==> src/rtl/winreg_pkg.sv <==
package winreg_pkg;

    localparam logic [7:0] A_MADDR = 8'h00;
    localparam logic [7:0] A_MDATA = 8'h01;
    localparam logic [7:0] A_MSEL  = 8'h02;
    localparam logic [7:0] A_CTRL  = 8'h03;
    localparam logic [7:0] A_DEVAD = 8'h04;
    localparam logic [7:0] A_IDSTB = 8'h05;
    localparam logic [7:0] A_UID   = 8'h06;
    localparam logic [7:0] A_PC0   = 8'h07;
    localparam logic [7:0] A_PC1   = 8'h08;
    localparam logic [7:0] A_PC2   = 8'h09;
    localparam logic [7:0] A_PC3   = 8'h0A;
    localparam logic [7:0] A_WIN   = 8'h80;

    localparam int CNT_W = 32;

    typedef struct packed {
        logic chain_en;
        logic mclk_rst;
        logic led;
        logic cnt_en;
    } ctrl_t;

    typedef struct packed {
        logic       wr;
        logic       rd;
        logic [7:0] addr;
        logic [7:0] data;
    } bus_t;

    function automatic ctrl_t ctrl_from_byte(input logic [7:0] b);
        ctrl_t c;
        c.chain_en = b[5];
        c.mclk_rst = b[4];
        c.led      = b[3];
        c.cnt_en   = b[2];
        return c;
    endfunction

    function automatic logic [7:0] ctrl_to_byte(input ctrl_t c);
        return {2'b00, c.chain_en, c.mclk_rst, c.led, c.cnt_en, 2'b00};
    endfunction

endpackage

==> src/rtl/winreg_ctrl.sv <==
module winreg_ctrl
    import winreg_pkg::*;
#(
    parameter int NM = 4
) (
    input  logic          clk,
    input  logic          rst,
    input  bus_t          bus,
    output logic [7:0]    maddr,
    output logic [7:0]    mwdata,
    output logic [NM-1:0] sel,
    output ctrl_t         ctl,
    output logic [6:0]    devaddr,
    output logic          wr_evt,
    output logic          rd_evt
);

    always_ff @(posedge clk) begin
        if (rst) begin
            maddr   <= '0;
            mwdata  <= '0;
            sel     <= '0;
            ctl     <= '0;
            devaddr <= '0;
        end else if (bus.wr) begin
            case (bus.addr)
                A_MADDR: maddr   <= bus.data;
                A_MDATA: mwdata  <= bus.data;
                A_MSEL:  sel     <= bus.data[NM-1:0];
                A_CTRL:  ctl     <= ctrl_from_byte(bus.data);
                A_DEVAD: devaddr <= bus.data[6:0];
                default: ;
            endcase
        end
    end

    assign wr_evt = bus.wr && (bus.addr == A_IDSTB);
    assign rd_evt = bus.wr && (bus.addr == A_CTRL) && bus.data[0];

    p_led_follow_r5: assert property (@(posedge clk) disable iff (rst)
        (bus.wr && bus.addr == A_CTRL) |=> (ctl.led == $past(bus.data[3])));

    p_maddr_hold_r2: assert property (@(posedge clk) disable iff (rst)
        !(bus.wr && bus.addr == A_MADDR) |=> $stable(maddr));

endmodule

==> src/rtl/winreg_window.sv <==
module winreg_window #(
    parameter int NM = 4
) (
    input  logic            clk,
    input  logic            rst,
    input  logic [NM-1:0]   sel,
    input  logic            wr_evt,
    input  logic            rd_evt,
    input  logic [8*NM-1:0] mac_rdata,
    output logic [NM-1:0]   mac_wr_stb,
    output logic [NM-1:0]   mac_rd_stb,
    output logic [7:0]      win_q
);

    logic [7:0] masked [NM];
    logic [7:0] merged;

    for (genvar i = 0; i < NM; i++) begin : g_mask
        assign masked[i] = mac_rdata[i*8 +: 8] & {8{mac_rd_stb[i]}};
    end

    always_comb begin
        merged = '0;
        for (int i = 0; i < NM; i++) merged = merged | masked[i];
    end

    always_ff @(posedge clk) begin
        if (rst) begin
            mac_wr_stb <= '0;
            mac_rd_stb <= '0;
            win_q      <= '0;
        end else begin
            mac_wr_stb <= wr_evt ? sel : '0;
            mac_rd_stb <= rd_evt ? sel : '0;
            if (|mac_rd_stb) win_q <= merged;
        end
    end

    p_wr_stb_cause_r7: assert property (@(posedge clk) disable iff (rst)
        (|mac_wr_stb) |-> $past(wr_evt));

    p_rd_stb_subset_r9: assert property (@(posedge clk) disable iff (rst)
        ((mac_rd_stb & ~sel) == '0));

    p_win_hold_r9: assert property (@(posedge clk) disable iff (rst)
        !(|mac_rd_stb) |=> $stable(win_q));

endmodule

==> src/rtl/winreg_perf.sv <==
module winreg_perf
    import winreg_pkg::*;
(
    input  logic             clk,
    input  logic             rst,
    input  logic             en,
    input  logic             take_snap,
    output logic [CNT_W-1:0] cnt,
    output logic [CNT_W-9:0] snap
);

    always_ff @(posedge clk) begin
        if (rst) begin
            cnt  <= '0;
            snap <= '0;
        end else begin
            if (en) cnt <= cnt + 1'b1;
            if (take_snap) snap <= cnt[CNT_W-1:8];
        end
    end

    p_cnt_inc_r10: assert property (@(posedge clk) disable iff (rst)
        en |=> (cnt == $past(cnt) + 1'b1));

    p_cnt_hold_r10: assert property (@(posedge clk) disable iff (rst)
        !en |=> $stable(cnt));

    p_snap_hold_r11: assert property (@(posedge clk) disable iff (rst)
        !take_snap |=> $stable(snap));

endmodule

==> src/rtl/winreg_bank.sv <==
module winreg_bank
    import winreg_pkg::*;
#(
    parameter int         NUM_MACROS = 4,
    parameter logic [7:0] CHIP_ID    = 8'hA5,
    parameter logic [7:0] UNIT_ID    = 8'h3C
) (
    input  logic                    clk,
    input  logic                    rst,
    input  logic                    bus_wr,
    input  logic                    bus_rd,
    input  logic [7:0]              bus_addr,
    input  logic [7:0]              bus_wdata,
    output logic [7:0]              bus_rdata,
    output logic [7:0]              mac_addr,
    output logic [7:0]              mac_wdata,
    output logic [NUM_MACROS-1:0]   mac_wr_stb,
    output logic [NUM_MACROS-1:0]   mac_rd_stb,
    input  logic [8*NUM_MACROS-1:0] mac_rdata,
    input  logic [NUM_MACROS-1:0]   mac_irq,
    output logic                    led_o,
    output logic                    mac_clk_rst_o,
    output logic                    chain_en_o,
    output logic [6:0]              dev_addr_o
);

    bus_t                  bus;
    logic [NUM_MACROS-1:0] sel;
    ctrl_t                 ctl;
    logic                  wr_evt;
    logic                  rd_evt;
    logic [7:0]            win_q;
    logic [CNT_W-1:0]      cnt;
    logic [CNT_W-9:0]      snap;
    logic [7:0]            irq8;
    logic [7:0]            rd_mux;

    assign bus = '{wr: bus_wr, rd: bus_rd, addr: bus_addr, data: bus_wdata};

    winreg_ctrl #(.NM(NUM_MACROS)) u_ctrl (
        .clk(clk), .rst(rst), .bus(bus),
        .maddr(mac_addr), .mwdata(mac_wdata), .sel(sel), .ctl(ctl),
        .devaddr(dev_addr_o), .wr_evt(wr_evt), .rd_evt(rd_evt)
    );

    winreg_window #(.NM(NUM_MACROS)) u_window (
        .clk(clk), .rst(rst), .sel(sel), .wr_evt(wr_evt), .rd_evt(rd_evt),
        .mac_rdata(mac_rdata), .mac_wr_stb(mac_wr_stb),
        .mac_rd_stb(mac_rd_stb), .win_q(win_q)
    );

    winreg_perf u_perf (
        .clk(clk), .rst(rst), .en(ctl.cnt_en),
        .take_snap(bus_rd && bus_addr == A_PC0),
        .cnt(cnt), .snap(snap)
    );

    assign led_o         = ctl.led;
    assign mac_clk_rst_o = ctl.mclk_rst;
    assign chain_en_o    = ctl.chain_en;

    always_comb begin
        irq8 = '0;
        irq8[NUM_MACROS-1:0] = mac_irq;
    end

    always_comb begin
        case (bus_addr)
            A_MADDR: rd_mux = mac_addr;
            A_MSEL:  rd_mux = irq8;
            A_CTRL:  rd_mux = ctrl_to_byte(ctl);
            A_DEVAD: rd_mux = {1'b0, dev_addr_o};
            A_IDSTB: rd_mux = CHIP_ID;
            A_UID:   rd_mux = UNIT_ID;
            A_PC0:   rd_mux = cnt[7:0];
            A_PC1:   rd_mux = snap[7:0];
            A_PC2:   rd_mux = snap[15:8];
            A_PC3:   rd_mux = snap[23:16];
            A_WIN:   rd_mux = win_q;
            default: rd_mux = 8'h00;
        endcase
    end

    always_ff @(posedge clk) begin
        if (rst) bus_rdata <= '0;
        else if (bus_rd) bus_rdata <= rd_mux;
    end

    p_rdata_hold_r13: assert property (@(posedge clk) disable iff (rst)
        !bus_rd |=> $stable(bus_rdata));

    p_ctrl_pads_r5: assert property (@(posedge clk) disable iff (rst)
        (bus_rd && bus_addr == A_CTRL) |=> (bus_rdata[5:2] == {chain_en_o, mac_clk_rst_o, led_o, $past(ctl.cnt_en)}));

    initial begin
        a_nm_range_r4: assert (NUM_MACROS >= 1 && NUM_MACROS <= 8);
    end

endmodule

==> config.mk <==
export PLATFORM = sky130hd
export DESIGN_NAME = winreg_bank
export DESIGN_NICKNAME = d
export VERILOG_FILES = /design/src/rtl/winreg_pkg.sv /design/src/rtl/winreg_ctrl.sv /design/src/rtl/winreg_window.sv /design/src/rtl/winreg_perf.sv /design/src/rtl/winreg_bank.sv
export SDC_FILE = /design/constraint.sdc
export NUM_CORES = 1
export LEC_CHECK = 0
export CAP_MARGIN = 20
export CORE_MARGIN = 5
export CORE_UTILIZATION = 50
export DETAILED_ROUTE_END_ITERATION = 8
export DONT_BUFFER_PORTS = 1
export PLACE_DENSITY = 0.67
export SYNTH_ARGS = -nofsm -noshare
export SYNTH_HDL_FRONTEND = slang
export SYNTH_SLANG_ARGS = --single-unit
==> constraint.sdc <==
create_clock -name clk -period 2 [get_ports clk]
set_clock_uncertainty 0.15 [all_clocks]
set_input_delay 0.3 -clock clk [delete_from_list [all_inputs] [get_ports clk]]
set_output_delay 0.3 -clock clk [all_outputs]
set_load 0.01 [all_outputs]
==> flow_summary.yaml <==
min_path:
  worstHoldPathType: "primary input to flip-flop"
logic_synthesis:
  synth_flop_cell: "dfxtp_1"
  ys_seq_elements: 111
  synth-seq-area-share: 0.435
  netlist_instances: 609
  synth_edf_count: 0
  synth_top_area_share: 0.435
  synth_area_sq_mm: 0.00511
  synth_area_leaders: "dfxtp_1 44%, nand2_1 7.5%, mux2i_1 5.9%"
  synth_fp_nets: 666
  yosysWarnings: 0
  synth.distinct_cells: 54
  avgSynthCellArea_sq_um: 8.39
  synth.largest_area_cell: "dfxtp_1"
  synthArstFlopShare: 0
critical_path:
  slowest_delay_ns: 0.58
  cp_max_fo: 24
  cp_slowest_cell: "or4_4"
  arrival_ns: 2.04
  path_common_cell: "nand2_1"
  worst_setup_path_end_kind: "flip-flop"
  worstSetupPathType: "primary input to flip-flop"
  crit_required_ns: 2.12
  worstSetupStartpointType: "primary input"
  path_cells: "or4_4, nor3_4, nand2_1, buf_12, nand2_1, a21oi_1, dlygate4sd3_1"
die:
  initial_core_util: 0.518
  die-area_sq_mm: 0.0123
  row_count: 36
  core-area_sq_mm: 0.00986
  die_w_microns: 111
  fp.dieH_microns: 111
  ios: 98
pwr:
  clockPowerShare: 0.384
  ir_drop_mv: 0.382
  combPwrFrac: 0.037
  switching_power_uw: 914
  p_leak_uw: 0.00223
  power_frac_seq: 0.579
  powerDensity_mw_per_mm2: 638
  internal_power_uw: 2910
  netSwitchingFraction: 0.239
timing:
  finalWorstSetupSlack_ns: 0.0844
  rsz0062_at_grt: "false"
  slew_headroom: 0.633
  fin_crit_ns: 1.92
  min_period_over_period: 0.958
  finalSetupViolCount: 0
  drv_slew: 0
  hold_viol: 0
  timing.fmax_ghz: 0.522
  fin_tns_setup_ns: 0
  tightestPinTransition_ns: 0.542
detailed_routing:
  ant_nets: 0
  num_vias: 4680
  drc: 0
  first_pass_iters: 6
  route.final.wire_length_microns: 15200
  routed_via_density: 5.95
  wl_per_cell_microns: 19.3
  drt_iter0_drc: 525
final_layout:
  syn_to_final_growth_pct: 17.2
  num_antenna_cells: 0
  mostFrequentLayoutCell: "dfxtp_1"
  final_cell_area_sq_mm: 0.00599
  drive_gt1_frac: 0.0994
  instances_no_fill: 787
  final_cell_mix: "111 x dfxtp_1, 100 x nand2_1, 56 x nor2_1"
  fin_nets: 706
place:
  place_congestion: 0.911
  dp.cells: 732
  io_buffer_count: 0
  hpwl_microns: 10300
  place_area_sq_mm: 0.00535
  place_ws_ns: 0.0777
global_route:
  grt_pass1_vias: 4490
  grt_pass1_wl_microns: 24200
  grt_usage: 0.243
  grt_max_degree: 78
  grt_antenna_before_repair: 1
  grt_remaining_overflow: 0
cts:
  cts.clk_slew.worst_paths_ns: 0.12
  cts_root_buf: "clkbuf_8"
  cts_htree_levels: 3
  clock_latency_ns: 0.40
  cts_tree: "done"
  clk_path_buf_depth: 2
  cts_buffers: 9
  cts_sinks: 111
status:
  status: "finished, final reports clean"
flow_run:
  maxCapViolations: 0
-- worst paths after layout --
path                                     start         endpoint  slack [ns]  cells past startpoint
worst max register to register  u_perf.cnt[16]   u_perf.cnt[31]        0.12                      5
worst min-delay path               bus_addr[0]     bus_rdata[6]        0.03                      2
worst min register to register  u_perf.snap[6]   u_perf.snap[6]        0.31                      2
worst max-delay path               bus_addr[7]  u_perf.snap[23]        0.08                      7
-- final cells by class --
type / count / area (sq um)
multi-input combinational: 453 / 2710
timing repair buffer: 69 / 658
clock inverter: 6 / 75.1
fill: 872 / 3880
sequential: 111 / 2220
inverter: 5 / 18.8
clock buffer: 10 / 138
tap: 133 / 166
-- stage by stage --
stage	util	power [uW]	hold WS [ns]
5_1_grt	0.607	3930	0.0325
6_report	0.607	3820	0.0305
2_1_floorplan	-	2370	0.282
3_5_place_dp	0.542	2340	0.231
3_3_place_gp	0.542	2340	0.232
4_1_cts	0.605	3820	0.0103
-- cell usage after synthesis (all sizes together) (3+ instances only) --
master	count
dfxtp	111
nand2	102
nor2	56
a21oi	50
mux2i	30
nand3	27
clkbuf	25
a22oi	20
xor2	20
o21ai	16
buf	15
nor2b	15
nand4	13
nor3	13
a31oi	10
and2	10
and3	9
or3	6
inv	5
nor4	5
o22ai	5
xnor2	5
a211oi	4
a221oi	4
and4	4
a32oi	3
nand2b	3
-- worst max-delay path: cells and delay by family --
kind,cells,cell delay (ns)
and+or+nand+nor,4,0.92
AOI/OAI and AO/OA,1,0.07
buffers and inverters,2,0.75
-- flip-flops by register name, indices dropped and copies added, names as in the netlist --
register and cells:
u_perf.cnt 32, u_perf.snap 24, bus_rdata 8, u_ctrl.maddr 8, u_ctrl.mwdata 8, u_window.win_q 8
u_ctrl.devaddr 7, u_ctrl.ctl 4, u_ctrl.sel 4, u_window.mac_rd_stb 4, u_window.mac_wr_stb 4
-- per-layer routing --
metal	vias up	wire length, microns	track usage
met1	2225	6420	0.326
met3	24	1550	0.0688
met4	0	323	0.0803
li1	2228	-	-
met2	203	6890	0.377
met5	-	0	0
-- kinds of logic (layout without fill, tap and decap cells) --
group | after synthesis | after routing | share of synthesized area
xor gates and xnor gates | 25 | 25 | 0.0429
AOI/OAI and AO/OA | 125 | 125 | 0.153
buffers and inverters | 45 | 90 | 0.0380
and+or+nand+nor | 270 | 270 | 0.266
DFF | 111 | 111 | 0.435
muxes | 32 | 32 | 0.0632
adders and majority gates | 1 | 1 | 0.00245
-- power groups by stage --
| stage | Clock [uW] | Sequential, uW | Combinational (uW) |
|---|---|---|---|
| 2_1_floorplan | 0 | 2260 | 112 |
| 3_3_place_gp | 0 | 2260 | 80.2 |
| 3_5_place_dp | 0 | 2260 | 80.2 |
| 4_1_cts | 1470 | 2210 | 137 |
| 5_1_grt | 1570 | 2210 | 151 |
| 6_report | 1470 | 2210 | 143 |
-- repair_timing --
action | CTS | global route
setup buffers | 0 | 0
hold buffers | 39 | 0
hold endpoints to repair | 103 | 0
resized for setup | 0 | 6
setup endpoints to repair | 0 | 26
No activity file was read; power rests on OpenSTA's default activity.
